[src/rtl/dense_pack_pkg.sv]
package dense_pack_pkg;
  localparam int OCTET_W = 8;

  function automatic int octets_for(input int bits);
    return (bits + OCTET_W - 1) / OCTET_W;
  endfunction
endpackage

[src/rtl/dp_sample_collect.sv]
module dp_sample_collect #(
  parameter int SAMPLE_W = 12,
  parameter int FRAME_S  = 20
) (
  input  logic                        clk,
  input  logic                        rst,
  input  logic                        in_valid,
  input  logic [SAMPLE_W-1:0]         in_sample,
  input  logic                        emit_free,
  output logic                        in_ready,
  output logic                        frame_load,
  output logic [FRAME_S*SAMPLE_W-1:0] frame_bus
);
  localparam int IDX_W = $clog2(FRAME_S);
  localparam logic [IDX_W-1:0] LAST = IDX_W'(FRAME_S - 1);

  logic [IDX_W-1:0]    idx;
  logic [SAMPLE_W-1:0] store [FRAME_S-1];
  logic                accept;

  assign in_ready   = (idx != LAST) || emit_free;
  assign accept     = in_valid && in_ready;
  assign frame_load = accept && (idx == LAST);

  always_ff @(posedge clk) begin
    if (rst)
      idx <= '0;
    else if (accept)
      idx <= (idx == LAST) ? '0 : idx + 1'b1;
  end

  always_ff @(posedge clk) begin
    if (accept && (idx != LAST))
      store[idx] <= in_sample;
  end

  // sample 0 occupies the most significant slot
  for (genvar i = 0; i < FRAME_S - 1; i++) begin : g_slot
    assign frame_bus[(FRAME_S-1-i)*SAMPLE_W +: SAMPLE_W] = store[i];
  end
  assign frame_bus[SAMPLE_W-1:0] = in_sample;
endmodule

[src/rtl/dp_lane_pack.sv]
module dp_lane_pack #(
  parameter int SAMPLE_W = 12,
  parameter int LANES    = 4,
  parameter int SPL      = 5,
  parameter int WORD_W   = 64
) (
  input  logic [LANES*SPL*SAMPLE_W-1:0] frame_bus,
  output logic [LANES*WORD_W-1:0]       lane_words
);
  localparam int LANE_DATA  = SPL * SAMPLE_W;
  localparam int FRAME_BITS = LANES * LANE_DATA;
  localparam int PAD_W      = WORD_W - LANE_DATA;

  for (genvar l = 0; l < LANES; l++) begin : g_lane
    if (PAD_W > 0) begin : g_pad
      assign lane_words[l*WORD_W +: WORD_W] =
        {frame_bus[FRAME_BITS-1-l*LANE_DATA -: LANE_DATA], {PAD_W{1'b0}}};
    end else begin : g_nopad
      assign lane_words[l*WORD_W +: WORD_W] =
        frame_bus[FRAME_BITS-1-l*LANE_DATA -: LANE_DATA];
    end
  end
endmodule

[src/rtl/dp_octet_emit.sv]
module dp_octet_emit #(
  parameter int LANES  = 4,
  parameter int WORD_W = 64
) (
  input  logic                    clk,
  input  logic                    rst,
  input  logic                    load,
  input  logic [LANES*WORD_W-1:0] lane_words,
  output logic                    emit_free,
  output logic                    out_valid,
  output logic                    out_sof,
  output logic [LANES*8-1:0]      out_octet
);
  localparam int OCTETS = WORD_W / 8;
  localparam int CW     = (OCTETS > 1) ? $clog2(OCTETS) : 1;
  localparam logic [CW-1:0] LASTO = CW'(OCTETS - 1);

  logic [WORD_W-1:0] sh [LANES];
  logic [CW-1:0]     cnt;
  logic              busy;

  assign emit_free = !busy || (cnt == LASTO);
  assign out_valid = busy;

  always_ff @(posedge clk) begin
    if (rst) begin
      busy    <= 1'b0;
      cnt     <= '0;
      out_sof <= 1'b0;
    end else if (load) begin
      busy    <= 1'b1;
      cnt     <= '0;
      out_sof <= 1'b1;
    end else begin
      out_sof <= 1'b0;
      if (busy) begin
        if (cnt == LASTO) busy <= 1'b0;
        else              cnt  <= cnt + 1'b1;
      end
    end
  end

  for (genvar l = 0; l < LANES; l++) begin : g_sh
    always_ff @(posedge clk) begin
      if (load)
        sh[l] <= lane_words[l*WORD_W +: WORD_W];
      else if (busy)
        sh[l] <= {sh[l][WORD_W-9:0], 8'h00};
    end
    assign out_octet[l*8 +: 8] = sh[l][WORD_W-1 -: 8];
  end
endmodule

[src/rtl/dense_lane_packer.sv]
module dense_lane_packer
  import dense_pack_pkg::*;
#(
  parameter int SAMPLE_W = 12,
  parameter int LANES    = 4,
  parameter int SPL      = 5
) (
  input  logic                     clk,
  input  logic                     rst,
  input  logic                     in_valid,
  output logic                     in_ready,
  input  logic [SAMPLE_W-1:0]      in_sample,
  output logic                     out_valid,
  output logic                     out_sof,
  output logic [LANES*OCTET_W-1:0] out_octet
);
  localparam int FRAME_S = LANES * SPL;
  localparam int WORD_W  = octets_for(SPL * SAMPLE_W) * OCTET_W;

  logic                        emit_free;
  logic                        frame_load;
  logic [FRAME_S*SAMPLE_W-1:0] frame_bus;
  logic [LANES*WORD_W-1:0]     lane_words;

  dp_sample_collect #(.SAMPLE_W(SAMPLE_W), .FRAME_S(FRAME_S)) collect_i (
    .clk(clk), .rst(rst), .in_valid(in_valid), .in_sample(in_sample),
    .emit_free(emit_free), .in_ready(in_ready), .frame_load(frame_load),
    .frame_bus(frame_bus)
  );

  dp_lane_pack #(.SAMPLE_W(SAMPLE_W), .LANES(LANES), .SPL(SPL),
                 .WORD_W(WORD_W)) pack_i (
    .frame_bus(frame_bus), .lane_words(lane_words)
  );

  dp_octet_emit #(.LANES(LANES), .WORD_W(WORD_W)) emit_i (
    .clk(clk), .rst(rst), .load(frame_load), .lane_words(lane_words),
    .emit_free(emit_free), .out_valid(out_valid), .out_sof(out_sof),
    .out_octet(out_octet)
  );
endmodule

[config.mk]
export PLATFORM = sky130hd
export DESIGN_NAME = dense_lane_packer
export DESIGN_NICKNAME = d
export VERILOG_FILES = /design/src/rtl/dense_pack_pkg.sv /design/src/rtl/dp_sample_collect.sv /design/src/rtl/dp_lane_pack.sv /design/src/rtl/dp_octet_emit.sv /design/src/rtl/dense_lane_packer.sv
export SDC_FILE = /design/constraint.sdc
export NUM_CORES = 1
export LEC_CHECK = 0
export CORE_MARGIN = 5
export CORE_UTILIZATION = 41
export CTS_CLUSTER_DIAMETER = 50
export DETAILED_ROUTE_END_ITERATION = 16
export GPL_TIMING_DRIVEN = 0
export PLACE_DENSITY_LB_ADDON = 0.3
export SKIP_CTS_REPAIR_TIMING = 1
export SYNTH_ARGS = -nofsm -noshare
export SYNTH_HDL_FRONTEND = slang
export SYNTH_SLANG_ARGS = --single-unit
[constraint.sdc]
create_clock -name clk -period 7.4 [get_ports clk]
set_input_delay 0.74 -clock clk [delete_from_list [all_inputs] [get_ports clk]]
set_output_delay 0.74 -clock clk [all_outputs]
set_load 0.03 [all_outputs]
==> flow_summary.toml, run 1 <==
[finish]
layout_commonest_cell = "edfxtp_1"
drive_gt1_share_pct = 21.31
nNetsFinal = 1110
fin_util_pct = 48.01
final_area_sq_um = 21090
layout.cells.most_common_list = "edfxtp_1, mux2_2, mux2_1"
area_delta_synth_final_pct = 16.75

[routing]
routedWlPerCell_um = 18.18
drc_errors = 0
ant_nets = 0
dr_total_vias = 8149
drtPass1Iterations = 4
wirelength_mm = 31.34
viasPerCell = 4.727
drt-initial-drc-count = 405

[logic_synthesis]
netlist_instances = 978
synth_edf_count = 460
ys_top_cells_by_area = "edfxtp_1, mux2_2, mux2_1, mux2i_1, dfxtp_1"
netlist.top_cell.by_area = "edfxtp_1"
synth-seq-cells = 478
synth_fp_nets = 999
synth_top_area_share_pct = 76.45
avgSynthCellArea_sq_um = 18.47
ys_seq_area_share_pct = 78.45
synthArstFlopShare_pct = 0
syn-cell-area_sq_um = 18070
synth_cell_types = 30
yosysWarnings = 0
ys.flop_type = "edfxtp_1"

[place]
dp_slack_ns = 4.026
place_area_sq_um = 19490
post-dp-hpwl_mm = 17.59
globalplace.congestion = 0.7775
io_buffers = 48

[run]
maxCapViolCount = 0

[global_route]
grt_overflow = 0
grt_pass1_wl_mm = 48.66
gr-usage-met2_pct = 20.62
busiest_layer = "met2"
grt_max_degree = 66
grt_pass1_vias = 8389
grt_use_total_pct = 13.14
met1_usage_pct = 18.64
grtUsageMet3_pct = 2.954
antenna_found_initial = 1

[power]
power.total_w = 0.005462
irDropWorstVdd_mv = 0.1493
power_leakage_nw = 7.048
powerDensity_nw_per_um2 = 258.9

[clock_tree]
cts_made_buffers = 51
cts_root_buf = "clkbuf_16"
clkLatencyLatePin_ns = 0.57
clock-sinks = 478
cts.clk_slew.worst_paths_ns = 0.06
h-tree-depth = 2
cts_tree = "yes"
clk_path_buf_depth = 3

[run_status]
status = "complete, no violations"

[floorplan]
io_pins = 50
die_w_um = 219.9
initial_core_util_pct = 41.13
die_y_um = 219.9
core_sq_um = 43930
rows = 77
dieArea_sq_um = 48360

[setup_path]
endpoint_kind = "output port"
path_class = "flop to output port"
cp_data_arrival_time_ns = 2.93
path_max_fanout = 10
required_ns = 6.66
critPathLaunchType = "flop"

[hold_path]
min_path_type = "flop to flop"

[timing]
clock_skew_ns = 0.01169
hold_violations = 0
timing.fmax_ghz = 0.2726
period_minus_slack_ns = 3.668
period_share_pct = 49.57
slew_viol_final = 0
worstMarginPinSlew_ns = 1.343
setup_tns_ns = 0
slew_headroom_pct = 10.20
setup_slack_ns = 3.732
rsz0062_at_grt = "false"
setup_viol = 0
==> Yosys cell counts (all sizes together) (5+ instances only) <==
library cell	n
buf	58
and3	8
mux2	164
nand2b	5
nor3	9
a21oi	5
and2	25
nand2	61
dfxtp	18
ha	6
edfxtp	460
nor2b	11
nor2	7
mux2i	52
inv	56
clkbuf	14
==> worst max-delay path: stages, from the launching register on <==
cell             delay (ns)
dfxtp_1                0.43
ha_1                   0.17
buf_2                  0.21
nor4bb_1               0.63
nand2_1                0.26
clkdlybuf4s50_1        0.65
==> state kept, by name (all words and copies together) (netlist names) <==
name,flops
collect_i.store,228
emit_i.cnt,3
emit_i.sh,240
emit_i.out_valid,1
collect_i.idx,5
emit_i.out_sof,1
==> final cells by class <==
class	count	area (sq um)
Tap cell	592	740.7
Sequential cell	478	14170
Multi-Input combinational cell	372	3283
Inverter	56	210.2
Clock buffer	74	1485
Buffer	72	442.9
Antenna cell	1	2.502
Fill cell	3695	22840
Timing Repair Buffer	58	633.1
Clock inverter	21	122.6
==> path summary, 6_finish.rpt <==
check | start | endpoint | slack [ns] | cells after the start
max | collect_i.idx[0] | in_ready | 3.73 | 5
min reg2reg | collect_i.store[14][5] | emit_i.sh[2][5] | 0.47 | 1
max reg2reg | collect_i.idx[0] | emit_i.sh[1][45] | 4.17 | 7
min | collect_i.store[14][5] | emit_i.sh[2][5] | 0.47 | 1
==> layer usage <==
layer | up-vias | routed length (um)
met5 | - | 13
met4 | 2 | 643
met3 | 49 | 1485
met2 | 141 | 14730
met1 | 4113 | 14470
li1 | 3844 | -
==> cells by family after synthesis <==
group	after synthesis	synth area share (%)
compound gates	13	0.6233
xor+xnor	2	0.09697
fa+ha+maj	6	0.4155
buf+inv	128	3.615
flops	478	78.45
mux	216	13.10
simple gates	135	3.698
==> through the flow <==
stage | hold slack [ns] | instances
2_1_floorplan | 0.4478 | 978
3_3_place_gp | 0.4494 | 1618
3_5_place_dp | 0.4601 | 1628
4_1_cts | 0.4742 | 1723
5_1_grt | 0.4874 | 1723
6_report | 0.4689 | 1724
==> where the power goes <==
part	total [W]	switching [W]	internal, W
Sequential	0.00298	0.00000610	0.00297
Clock	0.00240	0.00100	0.00140
Combinational	0.0000851	0.0000613	0.0000238
Total	0.00546	0.00107	0.00439
(Power assumes the default switching activity.)
==> run 2: changes to the inputs <==
==> constraint.sdc (replaced) <==
create_clock -name clk -period 3.4 [get_ports clk]
set_input_delay 0.34 -clock clk [delete_from_list [all_inputs] [get_ports clk]]
set_output_delay 0.34 -clock clk [all_outputs]
set_load 0.03 [all_outputs]
==> run 2 against run 1 <==
  * Power grew 120%
  * Sequential share of layout area grew 0.13 points
  * Sequential cell count is the same
  * Sequential power grew 120%
  * Core utilization shrank 0.094 points
  * Register-to-register slack lost 3.6 ns
  * Via count grew 0.11%
  * Clock skew grew 0.011 ns
  * Clock-buffer cell count shrank 6
  * Non-clock buffer count grew 1
  * First-iteration DRC count grew 29%
  * Critical endpoint unchanged
  * Largest cell class unchanged
  * Largest power group unchanged
==> flow_summary.toml, run 2 (synthesized netlist as in run 1, its figures left out) <==
[timing]
clock_skew_ns = 0.02260
timing.fmax_ghz = 0.3145
period_share_pct = 93.51
worstMarginPinSlew_ns = 1.389
setup_tns_ns = 0
hold_violations = 0
rsz0062_at_grt = "false"
setup_viol = 0
slew_viol_final = 0
slew_headroom_pct = 7.078
period_minus_slack_ns = 3.179

[clock_tree]
clk_path_buf_depth = 3
clkLatencyLatePin_ns = 0.57
h-tree-depth = 2
clock-sinks = 478
cts.clk_slew.worst_paths_ns = 0.06
cts_made_buffers = 50
cts_tree = "yes"
cts_root_buf = "clkbuf_16"

[place]
globalplace.congestion = 0.7917
post-dp-hpwl_mm = 17.62
io_buffers = 48
dp.cells = 1629

[finish]
final_cells = 1718
drive_gt1_share_pct = 20.78
num_antenna_cells = 0
layout.cells.most_common_list = "edfxtp_1, mux2_2, mux2_1"
fillers = 3704
largest_reg_flops = 240
nNetsFinal = 1110
area_delta_synth_final_pct = 16.52
layout_commonest_cell = "edfxtp_1"
regMostFlops = "emit_i.sh"
reg_top3 = "emit_i.sh x240, collect_i.store x228, collect_i.idx x5"

[routing]
drt-initial-drc-count = 524
ant_nets = 0
viasPerCell = 4.749
drtPass1Iterations = 5
dr_total_vias = 8158
drc_errors = 0
wirelength_mm = 30.90
routedWlPerCell_um = 17.98

[floorplan]
io_pins = 50
dieArea_sq_um = 48360
die_w_um = 219.9
rows = 77
initial_core_util_pct = 41.13
die_y_um = 219.9
core_sq_um = 43930

[power]
irDropWorstVdd_mv = 0.4693
power_leakage_nw = 7.030
powerDensity_nw_per_um2 = 558.8

[global_route]
antenna_found_initial = 2
grt_use_total_pct = 13.06
grt_pass1_vias = 8590
grt_pass1_wl_mm = 48.56
grt_max_degree = 66
grt_overflow = 0

[setup_path]
ff2ff_path_depth = 7
cp_slowest_cell = "clkdlybuf4s50_1"
required_ns = 3.06
cp-endpoint = "in_ready"
r2r-start = "collect_i.idx[0]"
cp_cell_sequence = "ha_1, buf_2, nor4bb_1, nand2_1, clkdlybuf4s50_1"
r2r_end = "emit_i.sh[1][57]"
crit_path_max_incr_delay_ns = 0.65
path_max_fanout = 10
reg2reg_setup_slack_ns = 0.57
critPathLaunchType = "flop"
path_class = "flop to output port"
cp_data_arrival_time_ns = 2.84
crit_path_start = "collect_i.idx[0]"
endpoint_kind = "output port"

[run_status]
status = "complete, no violations"

[run]
maxCapViolCount = 0

[hold_path]
min_path_type = "input port to flop"
==> run 2: changes by cell type in the layout (fill, tap and decap cells not counted) <==
cell / before / now
clkinvlp_4: 2 / 0
clkinv_1: 7 / 10
buf_16: 3 / 4
bufinv_16: 0 / 1
clkbuf_1: 27 / 26
clkinv_4: 1 / 0
diode_2: 1 / 0
inv_8: 1 / 0
clkbuf_8: 8 / 3
==> run 2: metal layers <==
metal | vias up | global-route usage, % | routed length, um
met3 | 43 | 2.638 | 1440
met5 | - | 0 | 13
met1 | 4118 | 18.44 | 14380
met4 | 2 | 4.161 | 625
li1 | 3843 | - | -
met2 | 152 | 20.53 | 14430
==> run 2: layout make-up <==
cell class                      instances  area, sq um  area share [%]
Sequential cell                       478        14170           67.32
Inverter                               56        210.2          0.9985
Tap cell                              592        740.7           3.518
Clock buffer                           68         1413           6.710
Multi-Input combinational cell        372         3283           15.59
Timing Repair Buffer                   59        660.6           3.138
Buffer                                 72        442.9           2.104
Clock inverter                         21        128.9          0.6121
==> run 2: where the power goes <==
group / switching (W) / internal, W / total, W / leakage [nW]
Clock: 0.00213 / 0.00297 / 0.00510 / 0.760
Combinational: 0.000134 / 0.0000517 / 0.000186 / 1.97
Sequential: 0.0000136 / 0.00646 / 0.00648 / 4.30
==> run 2: critical path: cells and delay by family, from the launching register on <==
kind	cells	cell delay, ns
adders and majority gates	1	0.17
buffers and inverters	2	0.86
DFF	1	0.43
and+or+nand+nor	2	0.80
==> run 2: worst min path at each step <==
| stage | from | end | slack (ns) | cells past startpoint |
|---|---|---|---|---|
| final | in_valid | collect_i.idx[0] | 0.11 | 2 |
| after global routing | in_valid | collect_i.idx[0] | 0.11 | 2 |
| after CTS | in_valid | collect_i.idx[0] | 0.06 | 2 |
| after detailed placement | collect_i.store[14][5] | emit_i.sh[2][5] | 0.46 | 1 |
| after global placement | collect_i.store[14][2] | emit_i.sh[2][2] | 0.45 | 1 |
| after floorplan | in_sample[0] | collect_i.store[0][0] | 0.44 | 0 |
==> run 2: stage by stage <==
stage / util, % / hold slack [ns] / power, W / area [sq um] / setup WS [ns]
global route: 47.92 / 0.1070 / 0.01216 / 21050 / 0.08116
CTS: 47.93 / 0.05773 / 0.01191 / 21060 / 0.2599
floorplan: - / 0.4389 / 0.006663 / 18070 / 0.08452
detailed placement: 44.42 / 0.4577 / 0.006793 / 19520 / 0.6077
finish: 47.92 / 0.1144 / 0.01176 / 21050 / 0.2205
global placement: 43.92 / 0.4491 / 0.006777 / 19300 / -0.9381
==> run 3: changes to the inputs <==
--- a/config.mk
+++ b/config.mk
@@ -6,7 +6,7 @@
 export NUM_CORES = 1
 export LEC_CHECK = 0
 export CORE_MARGIN = 5
-export CORE_UTILIZATION = 41
+export CORE_UTILIZATION = 60
 export CTS_CLUSTER_DIAMETER = 50
 export DETAILED_ROUTE_END_ITERATION = 16
 export GPL_TIMING_DRIVEN = 0
==> run 3 against run 2 <==
  * Worst setup slack better by 0.081 ns
  * Global-route usage is 5.3 points higher
  * Cell count is 12% lower
  * Register-to-register slack worse by 0.06 ns
  * Combinational power hardly changed
  * Clock skew is 0.013 ns lower
  * First-iteration DRC count is 20% higher
  * Maximum frequency is 2.6% higher
  * Die area is 30% lower
  * Highest routed layer unchanged
==> flow_summary.toml, run 3 (synthesized netlist as in run 1, its figures left out) <==
[setup_path]
path_class = "flop to output port"
cp_cell_sequence = "ha_1, buf_2, nor4bb_1, nand2_1, clkdlybuf4s50_1"
cp_slowest_cell = "clkdlybuf4s50_1"
required_ns = 3.06
r2r_end = "emit_i.sh[1][42]"
cp_data_arrival_time_ns = 2.76
reg2reg_setup_slack_ns = 0.51
r2r-start = "collect_i.idx[0]"
endpoint_kind = "output port"
ff2ff_path_depth = 7
critPathLaunchType = "flop"
crit_path_max_incr_delay_ns = 0.66
path_max_fanout = 10

[floorplan]
die_y_um = 183.5
die_w_um = 183.5
dieArea_sq_um = 33680
initial_core_util_pct = 60.80
io_pins = 50
core_sq_um = 29720
rows = 63

[global_route]
grt_max_degree = 67
grt_pass1_wl_mm = 48.10
grt_use_total_pct = 18.38
antenna_found_initial = 2
grt_pass1_vias = 8748
grt_overflow = 0

[clock_tree]
clkLatencyLatePin_ns = 0.53
cts.clk_slew.worst_paths_ns = 0.06
cts_root_buf = "clkbuf_16"
cts_tree = "yes"
clock-sinks = 478
cts_made_buffers = 47
h-tree-depth = 2
clk_path_buf_depth = 3

[power]
power_leakage_nw = 7.046
powerDensity_nw_per_um2 = 571.9
irDropWorstVdd_mv = 0.4838

[routing]
dr_total_vias = 8343
viasPerCell = 5.514
drt-initial-drc-count = 630
ant_nets = 0
drtPass1Iterations = 5
routedWlPerCell_um = 20.09
wirelength_mm = 30.40
drc_errors = 0

[hold_path]
min_path_cells = 2
hold_start = "in_valid"
min_path_type = "input port to flop"
hold_end = "collect_i.idx[0]"

[timing]
worstMarginPinSlew_ns = 1.292
period_share_pct = 91.14
timing.fmax_ghz = 0.3227
setup_viol = 0
rsz0062_at_grt = "false"
clock_skew_ns = 0.009935
slew_viol_final = 0
slew_headroom_pct = 13.62
period_minus_slack_ns = 3.099
hold_violations = 0
setup_slack_ns = 0.3012
setup_tns_ns = 0

[run]
maxCapViolCount = 0

[finish]
reg_top3 = "emit_i.sh x240, collect_i.store x228, collect_i.idx x5"
drive_gt1_share_pct = 21.10
area_delta_synth_final_pct = 15.33
num_antenna_cells = 0
largest_reg_flops = 240
regMostFlops = "emit_i.sh"
layout_commonest_cell = "edfxtp_1"
layout.cells.most_common_list = "edfxtp_1, mux2_2, mux2_1"
final_area_sq_um = 20840
nNetsFinal = 1106

[place]
io_buffers = 48
post-dp-hpwl_mm = 17.28
dp_slack_ns = 0.5590
globalplace.congestion = 0.8116
place_area_sq_um = 19240

[run_status]
status = "complete, no violations"
## run 3: cell count changes in the layout (fill, tap and decap cells not counted), moves of 2 or more
cell       before  now
bufinv_16       1    6
clkbuf_1       26   24
clkbuf_16      53   49
clkinv_1       10    5
clkinv_2        7   10
inv_6           3    1
## run 3: worst max-delay path by stage
stage	startpoint	to	slack (ns)
after global placement	collect_i.idx[0]	emit_i.sh[1][53]	-0.86
after floorplan	collect_i.idx[0]	emit_i.sh[0][0]	0.08
after CTS	collect_i.idx[0]	in_ready	0.34
after global routing	collect_i.idx[1]	in_ready	0.16
after detailed placement	collect_i.idx[0]	emit_i.sh[1][53]	0.56
final	collect_i.idx[0]	in_ready	0.30
## run 3: layout make-up
| type | instances | area [sq um] |
|---|---|---|
| multi-input cells | 372 | 3283 |
| flip-flops and latches | 478 | 14170 |
| repair buffers | 58 | 646.9 |
| inverters | 56 | 210.2 |
| plain buffers | 72 | 442.9 |
| clock buffers | 63 | 1319 |
| clock inverters | 24 | 274.0 |
| well taps | 390 | 488.0 |
| fillers | 1810 | 8880 |
## run 3: worst max-delay path, delay by kind of cell (launching register included)
kind	cells	cell delay (ns)
buffers and inverters	2	0.88
DFF	1	0.43
adders and majority gates	1	0.17
and+or+nand+nor	2	0.76
## run 3: stage by stage
step / hold slack [ns] / utilization (%) / cells / power (W)
2_1_floorplan: 0.4389 / - / 978 / 0.006663
3_3_place_gp: 0.4492 / 64.08 / 1416 / 0.006771
3_5_place_dp: 0.4594 / 64.76 / 1426 / 0.006790
4_1_cts: 0.09262 / 70.12 / 1513 / 0.01200
5_1_grt: 0.1395 / 70.12 / 1513 / 0.01227
6_report: 0.1231 / 70.12 / 1513 / 0.01192
## run 3: routing by layer
layer / global-route usage [%] / wire length (um)
met5: 0 / 11
met4: 4.231 / 622
met3: 4.036 / 1926
met2: 31.81 / 15390
met1: 24.19 / 12440
## run 3: power breakdown
group | switching [W] | internal [W] | total, W
registers | 0.0000138 | 0.00646 | 0.00648
clock network | 0.00208 | 0.00318 | 0.00526
logic | 0.000131 | 0.0000526 | 0.000184
